[config.mk]
export PLATFORM = sky130hd
export DESIGN_NAME = sat_trip_supervisor
export DESIGN_NICKNAME = d
export VERILOG_FILES = /design/src/rtl/sat_trip_supervisor.sv
export SDC_FILE = /design/constraint.sdc
export NUM_CORES = 1
export LEC_CHECK = 0
export ABC_CLOCK_PERIOD_IN_PS = 11990
export CORE_MARGIN = 3
export CORE_UTILIZATION = 39
export DETAILED_ROUTE_END_ITERATION = 12
export DONT_BUFFER_PORTS = 1
export PLACE_DENSITY = 0.52
export SKIP_CTS_REPAIR_TIMING = 1
export SLEW_MARGIN = 30
export SYNTH_ARGS = -nofsm -noshare
export SYNTH_HDL_FRONTEND = slang
export SYNTH_SLANG_ARGS = --single-unit
[constraint.sdc]
create_clock -name clk -period 11.99 [get_ports clk]
set_clock_uncertainty 0.1 [all_clocks]
set_input_delay 2.398 -clock clk [delete_from_list [all_inputs] [get_ports clk]]
set_output_delay 2.398 -clock clk [all_outputs]
set_load 0.03 [all_outputs]
[src/rtl/sat_trip_supervisor.sv]
module sat_trip_supervisor #(
  parameter int W  = 16,
  parameter int SW = 8,
  parameter int CW = 8
) (
  input  logic          clk,
  input  logic          rst,
  input  logic          strobe,
  input  logic [W-1:0]  diff_mag,
  input  logic [W-1:0]  rest_mag,
  input  logic [W-1:0]  hi_bpnt,
  input  logic [SW-1:0] lo_slope,
  input  logic [CW-1:0] ext_dwell,
  input  logic [CW-1:0] sat_dwell,
  input  logic          dif_lo_op,
  input  logic          dif_hi_op,
  input  logic          dir_ok,
  output logic          sat_flag,
  output logic          trip,
  output logic [1:0]    state
);

  localparam int PW = W + SW;

  typedef enum logic [1:0] {
    S_QUIET = 2'd0,
    S_EXT   = 2'd1,
    S_SAT   = 2'd2
  } sup_state_t;

  sup_state_t cur_q, cur_nx;
  logic [CW-1:0] run_q, run_nx;

  logic [PW-1:0] slope_line;
  logic [PW-1:0] diff_scaled;
  logic          below_line;
  logic          rest_high;
  logic          in_char;
  logic [CW:0]   run_plus;
  logic          ext_done;
  logic          sat_done;
  logic [CW-1:0] run_step;
  logic          sat_nx;

  assign slope_line  = PW'(rest_mag) * PW'(lo_slope);
  assign diff_scaled = {diff_mag, {SW{1'b0}}};
  assign below_line  = diff_scaled < slope_line;
  assign rest_high   = rest_mag > hi_bpnt;
  assign in_char     = dif_lo_op | dif_hi_op;

  assign run_plus = {1'b0, run_q} + 1'b1;
  assign ext_done = run_plus >= {1'b0, ext_dwell};
  assign sat_done = run_plus >= {1'b0, sat_dwell};
  assign run_step = (&run_q) ? run_q : run_q + 1'b1;

  always_comb begin
    cur_nx = cur_q;
    run_nx = '0;
    case (cur_q)
      S_QUIET: begin
        if (rest_high && below_line) cur_nx = S_EXT;
      end
      S_EXT: begin
        if (in_char) begin
          cur_nx = S_SAT;
        end else if (below_line) begin
          if (ext_done) cur_nx = S_QUIET;
          else          run_nx = run_step;
        end
      end
      S_SAT: begin
        if (!in_char) begin
          if (sat_done) cur_nx = S_EXT;
          else          run_nx = run_step;
        end
      end
      default: cur_nx = S_QUIET;
    endcase
  end

  assign sat_nx = (cur_nx != S_QUIET);

  always_ff @(posedge clk) begin
    if (rst) begin
      cur_q <= S_QUIET;
      run_q <= '0;
      trip  <= 1'b0;
    end else if (strobe) begin
      cur_q <= cur_nx;
      run_q <= run_nx;
      trip  <= (dif_lo_op & dir_ok) | (dif_hi_op & (~sat_nx | dir_ok));
    end
  end

  assign state    = cur_q;
  assign sat_flag = (cur_q != S_QUIET);

endmodule

==> metrics.cfg <==
[outcome]
status=finished, final reports clean

[route]
avgRoutedWirePerCell_um=16.6
vias=4700
avgViaCountPerCell=5.27
drt-pass1-iter-count=4
drc=0
drt_iter0_drc=218
wirelength_mm=14.8
ant_nets=0

[floorplan]
die_area_sq_um=16800
rows=44
start_util_pct=40.5
ios=82
core_region_area_sq_um=14800
die_h_um=130
die_x_um=130

[place]
io_buffer_count=0
gp_congestion=0.851
place_hpwl_mm=12.9

[logic_synthesis]
synth_flop_cell=dfxtp_1
synth_area_sq_um=5970
syn_area_per_cell_sq_um=8.33
async_flop_share_pct=0
synth_cells=717
ys_ff_latch=11
ys_types=54
syn_nets=976
ys_seq_area_share_pct=3.69
synth_warnings=0
synth-edff-count=0

[setup_path]
cp-start-kind=input port
r2r_end=run_q[6]
crit_type=input port to flip-flop
crit_required_ns=12.05
critPathMaxFanout=9
r2r-start=run_q[0]
reg2regPathDepth=13
worstSetupEndpointType=flip-flop
arrival_ns=8.87
reg2reg_slack_ns=8.08

[power_and_ir_drop]
leakage_uw=0.00321
powerDensity_nw_per_um2=168
power_uw=1050
vdd_drop_max_mv=0.195

[layout]
final_layout_size_suffix_gt1_share_pct=2.12
syn2layout_area_growth_pct=4.36
diodes=0
final_cell_mix=inv_1 (142), and2_1 (101), ha_1 (97), fa_1 (84), nand2_1 (47)
num-nets-final=968
final_common_cell=inv_1

[global_route]
track_usage_pct=19.2
grt_max_degree=20
grt_pass1_wl_mm=26.2
grt_pass1_vias=5160
grt_overflow=0
antenna_found_initial=0

[sta]
relSlewSlack_pct=62.2
finalCriticalPeriod_ns=8.80
final.period_utilization_pct=73.4
fmax_ghz=0.114
setup_viol_count_final=0
hold_viol_final=0
tightest_slew_ns=0.562
fin_tns_setup_ns=0
slew_violations=0
grt_setup_unrepaired=no
holdWs_ns=0.419

[clock_network]
path_clk_slew_ns=0.04
cts_tree=built
clock_latency_ns=0.23
cts_made_buffers=3
clockRootBuffer=clkbuf_16
ctsHtreeMaxLevel=1
cts.sinks=11
cts_buffer_depth=2

[worst_hold_path]
hp-start=run_q[7]
hold_path_end=run_q[7]
hp-class=flip-flop to flip-flop
worstHoldPathCells=2

[flow_run]
drv.max_cap_violation_count=0

## power breakdown
group          switching [uW]  leakage [uW]  internal (uW)
registers                5.05     0.0000890           38.2
logic                     544       0.00308            400
clock network            16.3     0.0000382           44.6
total                     565       0.00321            483
## worst max path at each step
stage           end  depth (start not counted)        start  slack (ns)
2_1_floorplan  trip                         26  lo_slope[7]        3.42
3_3_place_gp   trip                         25  rest_mag[0]        3.11
3_5_place_dp   trip                         25  rest_mag[0]        2.94
4_1_cts        trip                         25  rest_mag[1]        3.16
5_1_grt        trip                         24  rest_mag[1]        2.79
6_report       trip                         25  rest_mag[1]        3.19
## critical path, stage by stage
cell,delay [ns]
and2_1,0.16
fa_1,0.45
fa_1,0.54
inv_1,0.05
fa_1,0.47
fa_1,0.55
inv_1,0.04
ha_1,0.36
o21a_1,0.21
o31a_1,0.14
o31ai_2,0.37
o211a_1,0.28
a31oi_1,0.14
a211oi_2,0.29
a21oi_1,0.13
xnor2_1,0.16
ha_1,0.32
nand4_1,0.14
nor3_2,0.29
nand3_1,0.12
o31ai_2,0.29
nor4_1,0.14
and2_1,0.19
or4_1,0.48
o21ai_1,0.14
## metal layers
| metal | up-vias | share of wire [%] | wire, um | global-route usage [%] |
|---|---|---|---|---|
| met3 | 4 | 4.7 | 691 | 2.05 |
| li1 | 2304 | - | - | - |
| met5 | - | 0 | 0 | 0 |
| met4 | 0 | 0.26 | 38 | 1.10 |
| met1 | 2305 | 48 | 7070 | 27.7 |
| met2 | 87 | 47 | 7040 | 32.7 |
## metrics by stage
step	setup WS (ns)	instance area, sq um	cells	utilization [%]
finish	3.19	6230	892	42.2
global placement	3.11	6150	888	41.7
CTS	3.16	6230	892	42.2
floorplan	3.42	5970	717	-
detailed placement	2.94	6150	888	41.7
global route	2.79	6230	892	42.2
## Yosys cell counts (3+ instances only)
cell	count	share of area [%]
o21ai_0	21	1.8
xor2_1	14	2.1
nand2_1	47	3.0
nand2b_1	4	0.42
nor2_1	23	1.4
o31ai_1	3	0.38
dfxtp_1	11	3.7
fa_1	84	28
nand3_1	10	0.84
a221oi_1	3	0.44
and2_1	101	11
clkbuf_1	11	0.69
nor3_1	9	0.75
xnor2_1	9	1.3
nor2b_1	4	0.42
nand4_1	9	0.94
o21a_1	5	0.63
a211oi_1	5	0.63
a31oi_1	3	0.31
a211oi_2	3	0.63
inv_1	142	8.9
ha_1	97	20
a21oi_1	31	2.6
and3_1	7	0.73
or3_1	3	0.31
o211ai_1	3	0.38
a21o_1	19	2.4
## sequential cells by signal, summed over array words and instances, names as in the netlist
signal	flops
trip	1
run_q	8
state	2
## layout make-up
class                           instances  area, sq um
Clock buffer                            4         78.8
Fill cell                            1488         8520
Inverter                              142          533
Multi-Input combinational cell        551         5170
Sequential cell                        11          220
Tap cell                              184          230
## cells by family (layout without fill, tap and decap cells)
family | Yosys count | count (layout) | synth area share [%]
and+or+nand+nor | 228 | 228 | 20.8
adders and majority gates | 181 | 181 | 48.5
buffers and inverters | 155 | 146 | 9.75
AOI/OAI and AO/OA | 118 | 118 | 13.7
xor gates and xnor gates | 23 | 23 | 3.37
DFF | 11 | 11 | 3.69
muxes | 1 | 1 | 0.168
No activity file was read; power rests on OpenSTA's default activity.
